`src/rtl/dbgsc_pkg.sv`:
```
package dbgsc_pkg;
   localparam int unsigned ADDR_W  = 7;
   localparam int unsigned DATA_W  = 32;
   localparam int unsigned CHAIN_W = 1 + DATA_W + ADDR_W;
   localparam int unsigned NUM_ADDR = 1 << ADDR_W;

   // register map bases
   localparam int unsigned A_VCATCH = 7;
   localparam int unsigned A_BVAL   = 64;
   localparam int unsigned A_BCTL   = 80;
   localparam int unsigned A_WVAL   = 96;
   localparam int unsigned A_WCTL   = 112;
   localparam int unsigned BANK_SPAN = 16;

   // chain image: bit 0 = write flag, then data, then address
   typedef struct packed {
      logic [ADDR_W-1:0] addr;
      logic [DATA_W-1:0] data;
      logic              wr;
   } req_t;
endpackage

```
`src/rtl/dbgsc_shift.sv`:
```
module dbgsc_shift #(
   parameter int unsigned W = 40
) (
   input  logic         clk,
   input  logic         rst_n,
   input  logic         cap,
   input  logic         shf,
   input  logic [W-1:0] cap_val,
   input  logic         tdi,
   output logic [W-1:0] sr_q,
   output logic         tdo
);
   always_ff @(posedge clk or negedge rst_n) begin
      if (!rst_n)   sr_q <= '0;
      else if (cap) sr_q <= cap_val;
      else if (shf) sr_q <= {tdi, sr_q[W-1:1]};
   end

   assign tdo = sr_q[0];

   // serial data enters at the far end of the chain
   a_r1_shift_in: assert property (@(posedge clk) disable iff (!rst_n)
      (shf && !cap) |=> sr_q[W-1] == $past(tdi));
endmodule

```
`src/rtl/dbgsc_regbank.sv`:
```
module dbgsc_regbank
   import dbgsc_pkg::*;
#(
   parameter int unsigned NUM_BP = 6,
   parameter int unsigned NUM_WP = 2
) (
   input  logic              clk,
   input  logic              rst_n,
   input  logic              we,
   input  logic [ADDR_W-1:0] waddr,
   input  logic [DATA_W-1:0] wdata,
   input  logic [ADDR_W-1:0] raddr_a,
   output logic [DATA_W-1:0] rdata_a,
   input  logic [ADDR_W-1:0] raddr_b,
   output logic [DATA_W-1:0] rdata_b,
   output logic [NUM_BP-1:0] bp_en,
   output logic [NUM_WP-1:0] wp_en
);
   logic [NUM_BP-1:0][DATA_W-1:0] bval_w, bctl_w;
   logic [NUM_WP-1:0][DATA_W-1:0] wval_w, wctl_w;
   logic [DATA_W-1:0]             vcatch_q;
   logic [DATA_W-1:0]             view [NUM_ADDR];

   function automatic logic hit(input logic w, input logic [ADDR_W-1:0] a,
                                input int unsigned target);
      return w && (a == ADDR_W'(target));
   endfunction

   generate
      for (genvar n = 0; n < NUM_BP; n++) begin : g_bp
         logic [DATA_W-1:0] val_q, ctl_q;
         always_ff @(posedge clk or negedge rst_n) begin
            if (!rst_n) begin
               val_q <= '0;
               ctl_q <= '0;
            end else begin
               if (hit(we, waddr, A_BVAL + n)) val_q <= wdata;
               if (hit(we, waddr, A_BCTL + n)) ctl_q <= wdata;
            end
         end
         assign bval_w[n] = val_q;
         assign bctl_w[n] = ctl_q;
         assign bp_en[n]  = ctl_q[0];
      end
      for (genvar n = 0; n < NUM_WP; n++) begin : g_wp
         logic [DATA_W-1:0] val_q, ctl_q;
         always_ff @(posedge clk or negedge rst_n) begin
            if (!rst_n) begin
               val_q <= '0;
               ctl_q <= '0;
            end else begin
               if (hit(we, waddr, A_WVAL + n)) val_q <= wdata;
               if (hit(we, waddr, A_WCTL + n)) ctl_q <= wdata;
            end
         end
         assign wval_w[n] = val_q;
         assign wctl_w[n] = ctl_q;
         assign wp_en[n]  = ctl_q[0];
      end
   endgenerate

   always_ff @(posedge clk or negedge rst_n) begin
      if (!rst_n) vcatch_q <= '0;
      else if (hit(we, waddr, A_VCATCH)) vcatch_q <= wdata;
   end

   // address-indexed view; holes read as zero
   always_comb begin
      view = '{default: '0};
      view[ADDR_W'(A_VCATCH)] = vcatch_q;
      for (int n = 0; n < int'(NUM_BP); n++) begin
         view[ADDR_W'(A_BVAL + n)] = bval_w[n];
         view[ADDR_W'(A_BCTL + n)] = bctl_w[n];
      end
      for (int n = 0; n < int'(NUM_WP); n++) begin
         view[ADDR_W'(A_WVAL + n)] = wval_w[n];
         view[ADDR_W'(A_WCTL + n)] = wctl_w[n];
      end
   end

   assign rdata_a = view[raddr_a];
   assign rdata_b = view[raddr_b];

   // the no-op address never holds data
   a_r5_noop_empty: assert property (@(posedge clk) disable iff (!rst_n)
      (raddr_b == '0) |-> (rdata_b == '0));
endmodule

```
`src/rtl/dbgsc_seq.sv`:
```
module dbgsc_seq
   import dbgsc_pkg::*;
(
   input  logic              clk,
   input  logic              rst_n,
   input  logic              stall,
   input  logic              submit,
   input  req_t              req_in,
   input  logic [DATA_W-1:0] rd_data,
   output logic              pending,
   output req_t              req_q,
   output logic              we,
   output logic [ADDR_W-1:0] res_addr,
   output logic [DATA_W-1:0] res_data
);
   logic done;

   assign done = pending && !stall;
   assign we   = done && req_q.wr;

   always_ff @(posedge clk or negedge rst_n) begin
      if (!rst_n) begin
         pending  <= 1'b0;
         req_q    <= '0;
         res_addr <= '0;
         res_data <= '0;
      end else begin
         if (done) begin
            pending  <= 1'b0;
            res_addr <= req_q.addr;
            res_data <= req_q.wr ? req_q.data : rd_data;
         end
         if (submit && !pending) begin
            pending <= 1'b1;
            req_q   <= req_in;
         end
      end
   end

   // an unstalled access takes exactly one cycle
   a_r2_one_cycle: assert property (@(posedge clk) disable iff (!rst_n)
      (pending && !stall && !submit) |=> !pending);
   // stall freezes the pending request
   a_r7_stall_hold: assert property (@(posedge clk) disable iff (!rst_n)
      (pending && stall) |=> (pending && $stable(req_q)));
   // the completed address becomes the result address
   a_r3_result_addr: assert property (@(posedge clk) disable iff (!rst_n)
      (pending && !stall) |=> (res_addr == $past(req_q.addr)));
endmodule

```
`src/rtl/dbgsc_chain.sv`:
```
module dbgsc_chain
   import dbgsc_pkg::*;
#(
   parameter int unsigned NUM_BP = 6,
   parameter int unsigned NUM_WP = 2
) (
   input  logic              tck_i,
   input  logic              rst_n_i,
   input  logic              sel_i,
   input  logic              access_en_i,
   input  logic              capture_i,
   input  logic              shift_i,
   input  logic              update_i,
   input  logic              tdi_i,
   output logic              tdo_o,
   input  logic              stall_i,
   input  logic [ADDR_W-1:0] peek_addr_i,
   output logic [DATA_W-1:0] peek_data_o,
   output logic [NUM_BP-1:0] bp_en_o,
   output logic [NUM_WP-1:0] wp_en_o
);
   generate
      if (NUM_BP < 1 || NUM_BP > BANK_SPAN) begin : g_bad_bp
         $error("NUM_BP must lie in 1..16");
      end
      if (NUM_WP < 1 || NUM_WP > BANK_SPAN) begin : g_bad_wp
         $error("NUM_WP must lie in 1..16");
      end
   endgenerate

   logic              cap_en, shf_en, upd_en;
   logic [CHAIN_W-1:0] sr_q, cap_val;
   logic              pending, we;
   req_t              req_q;
   logic [ADDR_W-1:0] res_addr;
   logic [DATA_W-1:0] res_data, rd_data;

   assign cap_en = sel_i && capture_i;
   assign shf_en = sel_i && shift_i;
   assign upd_en = sel_i && update_i && access_en_i;

   assign cap_val = {res_addr, res_data, !pending};

   dbgsc_shift #(.W(CHAIN_W)) u_shift (
      .clk(tck_i), .rst_n(rst_n_i), .cap(cap_en), .shf(shf_en),
      .cap_val(cap_val), .tdi(tdi_i), .sr_q(sr_q), .tdo(tdo_o)
   );

   dbgsc_seq u_seq (
      .clk(tck_i), .rst_n(rst_n_i), .stall(stall_i), .submit(upd_en),
      .req_in(req_t'(sr_q)), .rd_data(rd_data), .pending(pending),
      .req_q(req_q), .we(we), .res_addr(res_addr), .res_data(res_data)
   );

   dbgsc_regbank #(.NUM_BP(NUM_BP), .NUM_WP(NUM_WP)) u_bank (
      .clk(tck_i), .rst_n(rst_n_i), .we(we), .waddr(req_q.addr),
      .wdata(req_q.data), .raddr_a(req_q.addr), .rdata_a(rd_data),
      .raddr_b(peek_addr_i), .rdata_b(peek_data_o),
      .bp_en(bp_en_o), .wp_en(wp_en_o)
   );

   // Ready seen at the port reflects the pending state before capture
   a_r3_ready_capture: assert property (@(posedge tck_i) disable iff (!rst_n_i)
      cap_en |=> (tdo_o == !$past(pending)));
   // without chain select the chain holds still
   a_r8_unselected: assert property (@(posedge tck_i) disable iff (!rst_n_i)
      !sel_i |=> $stable(sr_q));
endmodule

```
`config.mk`:
```
export PLATFORM = sky130hd
export DESIGN_NAME = dbgsc_chain
export DESIGN_NICKNAME = d
export VERILOG_FILES = /design/src/rtl/dbgsc_pkg.sv /design/src/rtl/dbgsc_shift.sv /design/src/rtl/dbgsc_regbank.sv /design/src/rtl/dbgsc_seq.sv /design/src/rtl/dbgsc_chain.sv
export SDC_FILE = /design/constraint.sdc
export NUM_CORES = 1
export LEC_CHECK = 0
export ABC_AREA = 1
export BUFFER_PORTS_ARGS = -buffer_cell sky130_fd_sc_hd__buf_2
export CAP_MARGIN = 40
export CORE_MARGIN = 2
export CORE_UTILIZATION = 60
export DETAILED_ROUTE_END_ITERATION = 7
export PLACE_DENSITY = 0.75
export SYNTH_ARGS = -nofsm -noshare
export SYNTH_HDL_FRONTEND = slang
export SYNTH_HIERARCHICAL = 1
export SYNTH_SLANG_ARGS = --single-unit
```
`constraint.sdc`:
```
create_clock -name tck_i -period 3.23 [get_ports tck_i]
set_input_delay 0.646 -clock tck_i [delete_from_list [all_inputs] [get_ports tck_i]]
set_output_delay 0.646 -clock tck_i [all_outputs]
set_load 0.02 [all_outputs]
```
=== Word level (Yosys, flattened, before mapping) ===
Index checks and enable logic that the tools add are counted.

* $add $sub $neg: 0
* $mul: 0
* Div/mod/pow operators: 0
* Order comparisons: 2
* Equal/unequal tests: 17
* Shift operators: 0
* Multiplexer cells: 11
* Bitwise logic cells: 2
* Reduce and logical (&&, ||, !) cells: 28

{| class="wikitable"
|+ Operator list
! cell !! number
|-
| $bmux W32 S7 || 2
|-
| $mux W32 || 5
|-
| $eq A7 B7 Y1 const B || 16
|-
| $mux W40 || 2
|-
| $logic_and A1 B1 Y1 || 24
|-
| $ge A8 B8 Y1 const B || 2
|-
| $not A7 Y8 || 2
|-
| $eq A7 B3 Y1 const B || 1
|-
| $reduce_bool A2 Y1 || 2
|-
| $logic_not A1 Y1 || 2
|-
| $mux W1 || 2
|}

* Register bits after elaboration: 664
* Bits in latches: 0
* RAM bits: 0
* Bits in read-only memories: 0
* Input port bits: 16
* Output and inout bits: 41
* Logic and storage cells: 84
* Memories kept: 0

=== Logic depth before layout (Yosys ltp) ===
* Word-level depth: 5
* Depth in mapped cells: 16

=== By module ===
The synthesis kept the hierarchy.

{| class="wikitable"
|+ Modules (own cells, without submodules)
! module !! times used !! cells each !! area an instance (sq um) !! sequential area each (sq um)
|-
| dbgsc_regbank || 1 || 4659 || 31157.4 || 13613.1
|-
| dbgsc_seq || 1 || 449 || 3487.1 || 2001.9
|-
| dbgsc_shift || 1 || 221 || 1866.8 || 1001.0
|-
| dbgsc_chain || 1 || 8 || 30.0 || 0.0
|}

=== Worst setup path after synthesis ===
OpenSTA, ideal clock, no wires.

* Path kind: input to output
* Start point: input port peek_addr_i[5]
* End point: output port peek_data_o[11]
* Data arrival time: 1.796 ns
* Required time: 2.584 ns
* Setup slack: 0.788 ns
* Cell stages on the path: 7
* Path through: clkbuf_1 -> inv_1 -> nand4_1 -> nor4_2 -> clkbuf_1 -> nand2_1 -> nand2_1

* Word-level cells in the longest chain between the ends: 4

{| class="wikitable"
|+ Ends and longest elaborated chain
! element !! line !! text
|-
| from (decl) || dbgsc_chain.sv:17 || <nowiki>input logic [ADDR_W-1:0] peek_addr_i,</nowiki>
|-
| $not A7 Y8 (not written as such) || dbgsc_regbank.sv:82 || <nowiki>assign rdata_b = view[raddr_b];</nowiki>
|-
| $bmux W32 S7 || dbgsc_regbank.sv:82 ||
|-
| $mux W32 (not written as such) (2 in a row) || dbgsc_regbank.sv:82 ||
|-
| to (decl) || dbgsc_chain.sv:18 || <nowiki>output logic [DATA_W-1:0] peek_data_o,</nowiki>
|}

Every way passes these cells. The select of a mux whose other input is x is not followed.

=== Final worst setup path ===
* Start point: input port peek_addr_i[0]
* End point: output port peek_data_o[18]

The elaborated chain is that of the path after synthesis.

==> metrics.txt <==
via count 36388; initial antenna violation count 1; sequential cell area 0.0166 mm2; total gr overflow 0; net count after synthesis 5353; total negative slack 0 ps; CTS tree built; fillers 5270; Area Overhead vs Synth 9.20%; WL/cell 21.1 um; WL final 127000 um; Die Wd 251 um; Final Cycle Share 92.0%; first-pass GRT wire length 197000 um; Ant. Diodes 0; DR iter-0 viols 4836; CP Data Required Time 2580 ps; setup repair bufs after CTS 0; num ports 57; CP Max Fanout 40; GRT Total Usage 40.5%; CP arrival 2320 ps; # DRC 9; failing checks DRC; worst hold path class input port to flip-flop; Routed Antenna Nets 0; H-tree depth 3; post-CTS resize count 0; register bit total from synthesis 664; RePlAce Congestion 0.894; vias per cell 6.06; Syn Std Cell Area 0.0365 mm2; Post-CTS Hold Buffers 1; DR pass1 iterations 8; fin nets 5189; Pwr per Cell Area 506 mW/mm2; most common cell after layout, fill and taps aside nand2_1; Clock Sinks 664; fmax 337 MHz; Setup CP Type input port to primary output; startpoint types input port; Setup crit end kind primary output; Worst-path clk slew 50 ps; via count of the first global-routing pass 34423; worst clock skew 24.1 ps; Cells after Synth 5337; Syn Area/Cell 6.85 um2; clock latency on the worst-skew pair 650 ps; Die H 251 um; # Max-Cap Violations 0; VDD IR max 0.485 mV; Rows 90; Pleak 19.3 nW; hold slack 277 ps; status complete, but fails checks; final hold violation count 0; final slew viol count 0; die area 0.0629 mm2; RSZ-0062 raised after global routing no; largest net degree at the start of global routing 143; slew margin rel. 41.9%; Clock Path Buffers 3; Initial Util 60.7%; post-synthesis sequential area ratio 45.5%; CTS Buf Count 72; layout cell share with drive strength beyond 1 6.33%; Yosys warnings 6; multi-input logic area 0.0168 mm2; Netlist cell types 24; Detailed Place HPWL 74000 um; setup violators final 0; commonest cells after routing, fill and taps aside 2270 x nand2_1, 954 x nand3_1, 660 x dfrtp_1, 511 x o21ai_0, 369 x inv_1; min cycle time layout 2970 ps; Root Buffer clkbuf_16; # port buffers 56; worst slew pin tran 871 ps; Placeable Area 0.0602 mm2
## report_power, final
group	leakage (nW)	total [mW]	internal [mW]	switching (mW)
Combinational	8.92	3.23	0.841	2.39
Sequential	9.26	8.68	8.50	0.182
Clock	1.14	8.29	4.76	3.53
Total	19.3	20.2	14.1	6.10
## state kept, by name, indices dropped and copies added, names as in the netlist
register and flops:
u_seq/req_q 40, u_bank/g_wp.ctl_q 64, u_bank/g_bp.ctl_q 192, u_bank/vcatch_q 32, u_bank/g_bp.val_q 192, u_seq/res_data 32
u_seq/res_addr 7, u_seq/pending 1, u_shift/sr_q 40, u_bank/g_wp.val_q 64
## cell families after synthesis
| kind of cell | share of synthesized area, % |
|---|---|
| simple gates | 37.1 |
| compound gates | 8.56 |
| flops | 45.5 |
| buf+inv | 8.83 |
## Yosys cell counts
master	instances	area, um2
a21oi_1	64	320
buf_1	53	199
buf_2	92	460
buf_4	17	128
buf_6	7	78.8
clkbuf_1	247	927
clkinv_1	1	3.75
dfrtp_1	664	16600
inv_1	373	1400
inv_2	8	30.0
nand2_1	2277	8550
nand2_2	9	56.3
nand3_1	955	4780
nand4_1	2	12.5
nor2_1	10	37.5
nor2_8	1	20.0
nor3_1	6	30.0
nor3_4	2	32.5
nor4_2	2	25.0
nor4_4	1	21.3
o21a_1	32	240
o21ai_0	511	2560
o21ai_1	2	10.0
or2_4	1	8.76
## worst max-delay path, cell delays in order
cell      delay (ps)
clkbuf_8         200
buf_4            460
nand2_1          120
nand3_1          110
nand3_1           80
nand3_1          100
nand2_1          190
nand2_1          160
nand2_1           70
buf_2            160
## stage by stage
| stage | power (mW) | utilization (%) | area [um2] | setup WS, ps | std cells |
|---|---|---|---|---|---|
| 4_1_cts | 20.1 | 66.2 | 39900 | 375 | 6009 |
| 6_report | 20.2 | 66.2 | 39900 | 259 | 6009 |
| 3_3_place_gp | 11.9 | 62.3 | 37500 | 359 | 5879 |
| 5_1_grt | 20.8 | 66.2 | 39900 | 230 | 6009 |
| 2_1_floorplan | 10.6 | - | 36500 | 788 | 5337 |
| 3_5_place_dp | 11.9 | 62.3 | 37600 | 378 | 5880 |
## path summary, 6_finish.rpt
check | from | end | slack, ps | cells after the start
max | peek_addr_i[0] | peek_data_o[18] | 260 | 10
min reg2reg | u_seq/res_data[13] | u_seq/res_data[13] | 480 | 2
max in group asynchronous | rst_n_i | u_bank/g_bp[0].ctl_q[28] | 1750 | 3
min in group asynchronous | rst_n_i | u_bank/g_bp[1].ctl_q[19] | 540 | 2
max reg2reg | u_seq/req_q[34] | u_seq/res_data[18] | 590 | 12
min | tdi_i | u_shift/sr_q[39] | 280 | 3
## layout make-up
class / instances / area share (%)
clock buffer: 106 / 5.24
clock inverter: 22 / 0.630
inverter: 382 / 3.64
multi-input combinational: 3875 / 42.0
sequential: 664 / 41.7
tap: 782 / 2.45
timing repair buffer: 178 / 4.33
## per-layer routing
layer | vias up | track usage [%] | wire length (um)
met2 | 2437 | 61.5 | 54800
met1 | 16771 | 52.4 | 46400
met5 | - | 0 | 12
met4 | 2 | 27.5 | 9510
met3 | 557 | 8.66 | 15800
li1 | 16621 | - | -
Power figures use the tool's default switching activity.
